**config.mk**
```make
export PLATFORM = sky130hd
export DESIGN_NAME = cce_engine
export DESIGN_NICKNAME = d
export VERILOG_FILES = /design/src/rtl/cce_pkg.sv /design/src/rtl/cce_acc_bank.sv /design/src/rtl/cce_avg.sv /design/src/rtl/cce_walker.sv /design/src/rtl/cce_engine.sv
export SDC_FILE = /design/constraint.sdc
export NUM_CORES = 1
export LEC_CHECK = 0
export BUFFER_PORTS_ARGS = -buffer_cell sky130_fd_sc_hd__clkbuf_2
export CORE_MARGIN = 1
export CORE_UTILIZATION = 65
export CTS_CLUSTER_SIZE = 24
export DETAILED_ROUTE_END_ITERATION = 7
export GPL_TIMING_DRIVEN = 0
export PLACE_DENSITY = 0.82
export SYNTH_ARGS = -nofsm -noshare
export SYNTH_HDL_FRONTEND = slang
export SYNTH_SLANG_ARGS = --single-unit
```
**constraint.sdc**
```tcl
create_clock -name clk -period 11.7 [get_ports clk]
set_input_delay 2.34 -clock clk [delete_from_list [all_inputs] [get_ports clk]]
set_output_delay 2.34 -clock clk [all_outputs]
set_load 0.01 [all_outputs]
```
**src/rtl/cce_pkg.sv**
```systemverilog
package cce_pkg;

   typedef enum logic [3:0] {
      ST_IDLE    = 4'd0,
      ST_CLK_ON  = 4'd1,
      ST_WEN_ON  = 4'd2,
      ST_ADDR    = 4'd3,
      ST_RDEN    = 4'd4,
      ST_RDATA   = 4'd5,
      ST_RDCLR   = 4'd6,
      ST_WDATA   = 4'd7,
      ST_WENOFF  = 4'd8,
      ST_CLK_OFF = 4'd9,
      ST_FIN     = 4'd10
   } cce_step_e;

endpackage

```
**src/rtl/cce_acc_bank.sv**
```systemverilog
module cce_acc_bank #(
   parameter int unsigned NUM_COEF = 33,
   parameter int unsigned IDX_W    = 6,
   parameter int unsigned DW       = 8,
   parameter int unsigned ACC_W    = 12
) (
   input  logic             clk,
   input  logic             rst_n,
   input  logic             clr,
   input  logic             add_en,
   input  logic [IDX_W-1:0] add_idx,
   input  logic [DW-1:0]    add_val,
   input  logic [IDX_W-1:0] rd_idx,
   output logic [ACC_W-1:0] rd_sum
);

   logic [ACC_W-1:0] sums [NUM_COEF];

   for (genvar g = 0; g < NUM_COEF; g++) begin : g_acc
      logic [ACC_W-1:0] q;
      always_ff @(posedge clk or negedge rst_n) begin
         if (!rst_n) begin
            q <= '0;
         end else if (clr) begin
            q <= '0;
         end else if (add_en && (add_idx == IDX_W'(g))) begin
            q <= q + ACC_W'(add_val);
         end
      end
      assign sums[g] = q;
   end

   always_comb begin
      rd_sum = '0;
      for (int i = 0; i < NUM_COEF; i++) begin
         if (rd_idx == IDX_W'(i)) rd_sum = sums[i];
      end
   end

endmodule

```
**src/rtl/cce_avg.sv**
```systemverilog
module cce_avg #(
   parameter int unsigned DW            = 8,
   parameter int unsigned ACC_W         = 12,
   parameter int unsigned SH_W          = 3,
   parameter bit          ROUND_NEAREST = 1'b1
) (
   input  logic [ACC_W-1:0] sum,
   input  logic [SH_W-1:0]  shift,
   output logic [DW-1:0]    avg
);

   localparam int unsigned EW = ACC_W + 1;

   logic [EW-1:0] bias;
   logic [EW-1:0] ext;
   logic [EW-1:0] shifted;

   if (ROUND_NEAREST) begin : g_round
      always_comb begin
         if (shift == '0) bias = '0;
         else             bias = EW'(1) << (shift - SH_W'(1));
      end
   end else begin : g_trunc
      assign bias = '0;
   end

   assign ext     = EW'(sum) + bias;
   assign shifted = ext >> shift;
   assign avg     = (|shifted[EW-1:DW]) ? {DW{1'b1}} : shifted[DW-1:0];

endmodule

```
**src/rtl/cce_walker.sv**
```systemverilog
module cce_walker
   import cce_pkg::*;
#(
   parameter int unsigned   NUM_COEF   = 33,
   parameter int unsigned   IDX_W      = 6,
   parameter int unsigned   AW         = 8,
   parameter int unsigned   DW         = 8,
   parameter logic [AW-1:0] REG_CLK    = 'h02,
   parameter logic [AW-1:0] REG_CTRL   = 'h0F,
   parameter logic [AW-1:0] REG_ADDR   = 'h10,
   parameter logic [AW-1:0] REG_DATA   = 'h11,
   parameter logic [DW-1:0] CLK_ON_VAL = 'h01,
   parameter logic [DW-1:0] RD_EN_VAL  = 'h04,
   parameter logic [DW-1:0] WR_EN_VAL  = 'h08
) (
   input  logic             clk,
   input  logic             rst_n,
   input  logic             start,
   input  logic             write_mode,
   input  logic             ack,
   input  logic [DW-1:0]    avg_data,
   output logic             busy,
   output logic             fin,
   output cce_step_e        step,
   output logic [IDX_W-1:0] idx,
   output logic             req,
   output logic             we,
   output logic [AW-1:0]    addr,
   output logic [DW-1:0]    wdata
);

   localparam logic [IDX_W-1:0] LAST_IDX = IDX_W'(NUM_COEF - 1);

   cce_step_e        state_q, nxt;
   logic [IDX_W-1:0] idx_q;
   logic             wmode_q;
   logic             last;

   assign last = (idx_q == LAST_IDX);

   always_comb begin
      nxt = state_q;
      case (state_q)
         ST_CLK_ON:  nxt = wmode_q ? ST_WEN_ON : ST_ADDR;
         ST_WEN_ON:  nxt = ST_ADDR;
         ST_ADDR:    nxt = wmode_q ? ST_WDATA : ST_RDEN;
         ST_RDEN:    nxt = ST_RDATA;
         ST_RDATA:   nxt = ST_RDCLR;
         ST_RDCLR:   nxt = last ? ST_CLK_OFF : ST_ADDR;
         ST_WDATA:   nxt = last ? ST_WENOFF : ST_ADDR;
         ST_WENOFF:  nxt = ST_CLK_OFF;
         ST_CLK_OFF: nxt = ST_FIN;
         default:    nxt = state_q;
      endcase
   end

   always_ff @(posedge clk or negedge rst_n) begin
      if (!rst_n) begin
         state_q <= ST_IDLE;
         idx_q   <= '0;
         wmode_q <= 1'b0;
      end else begin
         case (state_q)
            ST_IDLE: begin
               if (start) begin
                  state_q <= ST_CLK_ON;
                  idx_q   <= '0;
                  wmode_q <= write_mode;
               end
            end
            ST_FIN: state_q <= ST_IDLE;
            default: begin
               if (ack) begin
                  state_q <= nxt;
                  if ((state_q == ST_RDCLR || state_q == ST_WDATA) && !last)
                     idx_q <= idx_q + IDX_W'(1);
               end
            end
         endcase
      end
   end

   always_comb begin
      we    = 1'b1;
      addr  = REG_CTRL;
      wdata = '0;
      case (state_q)
         ST_CLK_ON:  begin addr = REG_CLK;  wdata = CLK_ON_VAL; end
         ST_WEN_ON:  begin addr = REG_CTRL; wdata = WR_EN_VAL;  end
         ST_ADDR:    begin addr = REG_ADDR; wdata = DW'(idx_q); end
         ST_RDEN:    begin addr = REG_CTRL; wdata = RD_EN_VAL;  end
         ST_RDATA:   begin addr = REG_DATA; we = 1'b0;          end
         ST_WDATA:   begin addr = REG_DATA; wdata = avg_data;   end
         ST_CLK_OFF: begin addr = REG_CLK;  wdata = '0;         end
         default:    begin addr = REG_CTRL; wdata = '0;         end
      endcase
   end

   assign req  = (state_q != ST_IDLE) && (state_q != ST_FIN);
   assign busy = (state_q != ST_IDLE);
   assign fin  = (state_q == ST_FIN);
   assign step = state_q;
   assign idx  = idx_q;

endmodule

```
**src/rtl/cce_engine.sv**
```systemverilog
module cce_engine
   import cce_pkg::*;
#(
   parameter int unsigned   NUM_COEF      = 33,
   parameter int unsigned   DW            = 8,
   parameter int unsigned   AW            = 8,
   parameter int unsigned   MAX_RUNS_LOG2 = 4,
   parameter bit            ROUND_NEAREST = 1'b1,
   parameter logic [AW-1:0] REG_CLK       = 'h02,
   parameter logic [AW-1:0] REG_CTRL      = 'h0F,
   parameter logic [AW-1:0] REG_ADDR      = 'h10,
   parameter logic [AW-1:0] REG_DATA      = 'h11,
   parameter logic [DW-1:0] CLK_ON_VAL    = 'h01,
   parameter logic [DW-1:0] RD_EN_VAL     = 'h04,
   parameter logic [DW-1:0] WR_EN_VAL     = 'h08,
   localparam int unsigned  RL_W          = $clog2(MAX_RUNS_LOG2 + 2)
) (
   input  logic            clk,
   input  logic            rst_n,
   input  logic            cmd_valid,
   input  logic            cmd_write_avg,
   input  logic [RL_W-1:0] run_log2,
   input  logic            clear,
   output logic            busy,
   output logic            done,
   output logic            err,
   output logic            reg_req,
   output logic            reg_we,
   output logic [AW-1:0]   reg_addr,
   output logic [DW-1:0]   reg_wdata,
   input  logic            reg_ack,
   input  logic [DW-1:0]   reg_rdata
);

   localparam int unsigned IDX_W    = $clog2(NUM_COEF);
   localparam int unsigned ACC_W    = DW + MAX_RUNS_LOG2;
   localparam int unsigned MAX_RUNS = 2 ** MAX_RUNS_LOG2;
   localparam int unsigned RUN_W    = MAX_RUNS_LOG2 + 1;

   if (NUM_COEF < 2) begin : g_bad_num
      $error("cce_engine: NUM_COEF must be at least 2");
   end
   if (IDX_W >= DW) begin : g_bad_idx
      $error("cce_engine: coefficient index must fit the data width");
   end
   if (MAX_RUNS_LOG2 < 1) begin : g_bad_runs
      $error("cce_engine: MAX_RUNS_LOG2 must be at least 1");
   end

   cce_step_e        step;
   logic [IDX_W-1:0] idx;
   logic             fin;
   logic             walk_busy;
   logic [ACC_W-1:0] cur_sum;
   logic [DW-1:0]    cur_avg;

   logic [RUN_W-1:0] runs_q;
   logic [RL_W-1:0]  shift_q;
   logic             mode_q;
   logic             done_q, err_q;

   logic idle, take_clr, take_cmd, reject, start, add_en;

   assign idle     = !walk_busy;
   assign take_clr = idle && clear;
   assign take_cmd = idle && !clear && cmd_valid;
   assign reject   = take_cmd &&
                     (cmd_write_avg ? ((runs_q == '0) || (run_log2 > RL_W'(MAX_RUNS_LOG2)))
                                    : (runs_q == RUN_W'(MAX_RUNS)));
   assign start    = take_cmd && !reject;
   assign add_en   = (step == ST_RDATA) && reg_ack;

   always_ff @(posedge clk or negedge rst_n) begin
      if (!rst_n) begin
         runs_q  <= '0;
         shift_q <= '0;
         mode_q  <= 1'b0;
         done_q  <= 1'b0;
         err_q   <= 1'b0;
      end else begin
         done_q <= fin || reject;
         err_q  <= reject;
         if (start) begin
            shift_q <= run_log2;
            mode_q  <= cmd_write_avg;
         end
         if (take_clr) begin
            runs_q <= '0;
         end else if (fin && !mode_q) begin
            runs_q <= runs_q + RUN_W'(1);
         end
      end
   end

   cce_walker #(
      .NUM_COEF  (NUM_COEF),
      .IDX_W     (IDX_W),
      .AW        (AW),
      .DW        (DW),
      .REG_CLK   (REG_CLK),
      .REG_CTRL  (REG_CTRL),
      .REG_ADDR  (REG_ADDR),
      .REG_DATA  (REG_DATA),
      .CLK_ON_VAL(CLK_ON_VAL),
      .RD_EN_VAL (RD_EN_VAL),
      .WR_EN_VAL (WR_EN_VAL)
   ) i_walker (
      .clk       (clk),
      .rst_n     (rst_n),
      .start     (start),
      .write_mode(cmd_write_avg),
      .ack       (reg_ack),
      .avg_data  (cur_avg),
      .busy      (walk_busy),
      .fin       (fin),
      .step      (step),
      .idx       (idx),
      .req       (reg_req),
      .we        (reg_we),
      .addr      (reg_addr),
      .wdata     (reg_wdata)
   );

   cce_acc_bank #(
      .NUM_COEF(NUM_COEF),
      .IDX_W   (IDX_W),
      .DW      (DW),
      .ACC_W   (ACC_W)
   ) i_bank (
      .clk    (clk),
      .rst_n  (rst_n),
      .clr    (take_clr),
      .add_en (add_en),
      .add_idx(idx),
      .add_val(reg_rdata),
      .rd_idx (idx),
      .rd_sum (cur_sum)
   );

   cce_avg #(
      .DW           (DW),
      .ACC_W        (ACC_W),
      .SH_W         (RL_W),
      .ROUND_NEAREST(ROUND_NEAREST)
   ) i_avg (
      .sum  (cur_sum),
      .shift(shift_q),
      .avg  (cur_avg)
   );

   assign busy = walk_busy;
   assign done = done_q;
   assign err  = err_q;

endmodule

```
==> flow_summary.ini <==
[placement]
place_inst = 4340
gp_congestion = 1.056
place_area_mm2 = 0.03269
io_buffer_count = 34
post-dp-hpwl_mm = 77.61

[clock_network]
cts_root_buffer = clkbuf_16
worstSkewPairLatency_ps = 630
cts_tree = yes
post_cts_resized = 0
post_cts_buffers = 0
htreeDepth = 2
ctsHoldBuffers = 0
clk_pin_slew_ps = 60
cts_sinks = 418
numCtsBuffers = 49
cts_buffer_depth = 3

[cells_and_area]
nets = 4108
area_growth_pct = 8.690
finalInstanceArea_mm2 = 0.03433
drive_above_1_share_pct = 5.952
final_cells = 4430

[drt]
totalWireLength_mm = 108.7
dr.pass1.iters = 6
drt-vias-per-instance = 6.808
dr.first_iter.drc_count = 3927
vias = 30160
wire_per_inst_um = 24.53
drc_errors = 0
drtAntennaViolNets = 0

[floorplanning]
coreArea_mm2 = 0.04785
die_height_um = 222.5
num_io_pins = 38
die_x_um = 222.5
dieArea_mm2 = 0.04948
start_util_pct = 66.02
placementRows = 80

[power]
leakagePower_nw = 16.46
p_comb_share_pct = 40.0
power_density_mw_per_mm2 = 153.5
p_sw_share_pct = 41.29
pwr-share-clk_pct = 29.4
sequentialPowerShare_pct = 30.6
max-vdd-ir-drop_mv = 0.1048
p_switching_w = 0.002177
p_total_w = 0.005272
cellInternalPower_w = 0.003095

[yosys]
syn_inst = 3682
synth_seq_cells = 418
synth.area.top_cells = dfrtp_1 33%, ha_1 11%, xnor2_1 5.7%
yosysWarnings = 0
avgSynthCellArea_um2 = 8.579
synth_area_mm2 = 0.03159
synth_area_leader_cell = dfrtp_1
synth_seq_area_share_pct = 33.11
synthFlopType = dfrtp_1
synth-edff-count = 0
synth_top_area_share_pct = 33.11
ys_async_sr_fraction_pct = 100.0
synth_cell_types = 96

[global_route]
grt_max_degree = 100
grt-ovfl-total = 0
grt.total_usage_pct = 43.52
grt_pass1_wl_mm = 166.0
grt_pass1_vias = 28710
antenna_found_initial = 0

[critical_path]
worstPathArrival_ps = 8680
path_buf_inv = 5
cp_top_family = compound AO/OA/AOI/OAI gates
crit_required_ps = 9360
critPathLaunchType = register
endpoint_kind = primary output
cp_slowest_cell = nor2_1
critPathKind = reg2out
worstPathMaxFanout = 9
critPathMaxStageDelay_ps = 590

[sta]
fin_crit_sh_pct = 94.18
timing.hold.ws_ps = 523.0
rsz0062_at_grt = no
fmax_ghz = 0.09075
relSlewSlack_pct = -1.820
slew_viol_final = 34
skew_ps = 24.51
hold_violations = 0
period_minus_slack_ps = 11020
worstMarginPinSlew_ps = 1527
finalSetupViolations = 0

[outcome]
failed_checks = capacitance limit, slew limit
status = finished with violations

[worst_hold_path]
hold_class = reg2reg

[flow_run]
cap_violations = 3
[worst paths after layout]
kind	startpoint	to	slack, ps	cells past startpoint
setup / recovery	i_walker.idx[1]	reg_wdata[1]	680	29
hold / removal	mode_q	mode_q	520	1
setup reg to reg	i_walker.step[3]	i_bank.g_acc[5].q[2]	6640	11
hold reg to reg	mode_q	mode_q	520	1
max in group asynchronous	rst_n	i_bank.g_acc[7].q[3]	8250	4
min in group asynchronous	rst_n	i_bank.g_acc[31].q[1]	1690	1
[sequential cells by signal (all words and copies together), names as in the netlist, 3 cells and up]
signal          cells
i_bank.g_acc.q    396
i_walker.step       4
runs_q              5
i_walker.idx        6
shift_q             3
[through the flow]
| step | utilization (%) | setup WS, ps | TNS [ps] |
|---|---|---|---|
| 2_1_floorplan | - | 4136 | 0 |
| 3_3_place_gp | 68.01 | -1425 | -572300 |
| 3_5_place_dp | 68.33 | 1730 | 0 |
| 4_1_cts | 71.63 | 1085 | 0 |
| 5_1_grt | 71.75 | 683.2 | 0 |
| 6_report | 71.76 | 681.1 | 0 |
[Yosys cell counts (12+ instances only)]
| library cell | count |
|---|---|
| dfrtp_1 | 418 |
| nor2_1 | 374 |
| a21oi_1 | 344 |
| nand3_1 | 283 |
| ha_1 | 278 |
| o21ai_0 | 268 |
| nand2_1 | 235 |
| xnor2_1 | 206 |
| inv_1 | 187 |
| o21bai_1 | 127 |
| xor2_1 | 123 |
| clkbuf_1 | 106 |
| a21o_1 | 75 |
| nor2b_1 | 73 |
| nor3_1 | 43 |
| o22ai_1 | 42 |
| fa_1 | 34 |
| a211oi_1 | 29 |
| a221oi_1 | 27 |
| a22oi_1 | 26 |
| buf_1 | 26 |
| buf_2 | 24 |
| nand2b_1 | 21 |
| o221a_2 | 21 |
| a31oi_1 | 19 |
| o211a_1 | 18 |
| o221ai_1 | 14 |
| o211ai_1 | 12 |
[placed cells by master, fill, tap and decap left out, types with 11 or more instances in the layout]
| cell type | synthesis | final |
|---|---|---|
| inv_1 | 187 | 186 |
| nand4_1 | 11 | 11 |
| o211a_1 | 18 | 18 |
| a211oi_1 | 29 | 29 |
| nor2_1 | 374 | 374 |
| clkbuf_1 | 106 | 113 |
| clkbuf_8 | 0 | 12 |
| buf_2 | 24 | 27 |
| o21ai_0 | 268 | 268 |
| fa_1 | 34 | 34 |
| xnor2_1 | 206 | 206 |
| xor2_1 | 123 | 123 |
| o21bai_1 | 127 | 127 |
| nor2b_1 | 73 | 73 |
| o221a_2 | 21 | 21 |
| nor3_1 | 43 | 43 |
| a22oi_1 | 26 | 26 |
| dfrtp_1 | 418 | 418 |
| clkbuf_16 | 0 | 51 |
| clkinv_2 | 0 | 11 |
| nand3_1 | 283 | 283 |
| a221oi_1 | 27 | 27 |
| buf_4 | 11 | 11 |
| a21o_1 | 75 | 75 |
| a21oi_1 | 344 | 344 |
| buf_1 | 26 | 26 |
| o221ai_1 | 14 | 14 |
| a31oi_1 | 19 | 19 |
| ha_1 | 278 | 278 |
| clkbuf_2 | 1 | 32 |
| o211ai_1 | 12 | 12 |
| nand2b_1 | 21 | 21 |
| o22ai_1 | 42 | 42 |
| nand2_1 | 235 | 235 |
[metal layers]
metal / part of all wire (%) / GRT usage (%) / wire length (µm) / vias to the layer above
met5: 0 / 0 / 0 / -
met4: 6.9 / 26.54 / 7444 / 0
met3: 11 / 10.09 / 12360 / 495
met2: 43 / 66.25 / 47050 / 1887
met1: 38 / 56.43 / 41800 / 14450
li1: - / - / - / 13330
[final cells by class]
class | count | area, µm²
Timing Repair Buffer | 43 | 381.6
Multi-Input combinational cell | 2910 | 19710
Buffer | 170 | 725.7
Tap cell | 615 | 769.5
Fill cell | 3751 | 13510
Inverter | 187 | 704.4
Sequential cell | 418 | 10460
Clock inverter | 17 | 123.9
Antenna cell | 1 | 2.502
Clock buffer | 69 | 1454
[kinds of logic after synthesis]
| logic type | Yosys count | share of synthesized area, % |
|---|---|---|
| simple gates | 1134 | 17.00 |
| compound gates | 1111 | 22.32 |
| flops | 418 | 33.11 |
| buf+inv | 357 | 4.519 |
| xor+xnor | 329 | 9.122 |
| fa+ha+maj | 312 | 13.17 |
| mux | 20 | 0.7447 |
| other cells | 1 | 0.01187 |
[power groups by stage]
stage | sequential (W) | clock (W) | combinational [W]
3_5_place_dp | 0.00163 | 0 | 0.00200
5_1_grt | 0.00162 | 0.00159 | 0.00223
6_report | 0.00161 | 0.00155 | 0.00211
4_1_cts | 0.00161 | 0.00154 | 0.00201
3_3_place_gp | 0.00163 | 0 | 0.00197
2_1_floorplan | 0.00160 | 0 | 0.00134
(Power assumes the default switching activity.)
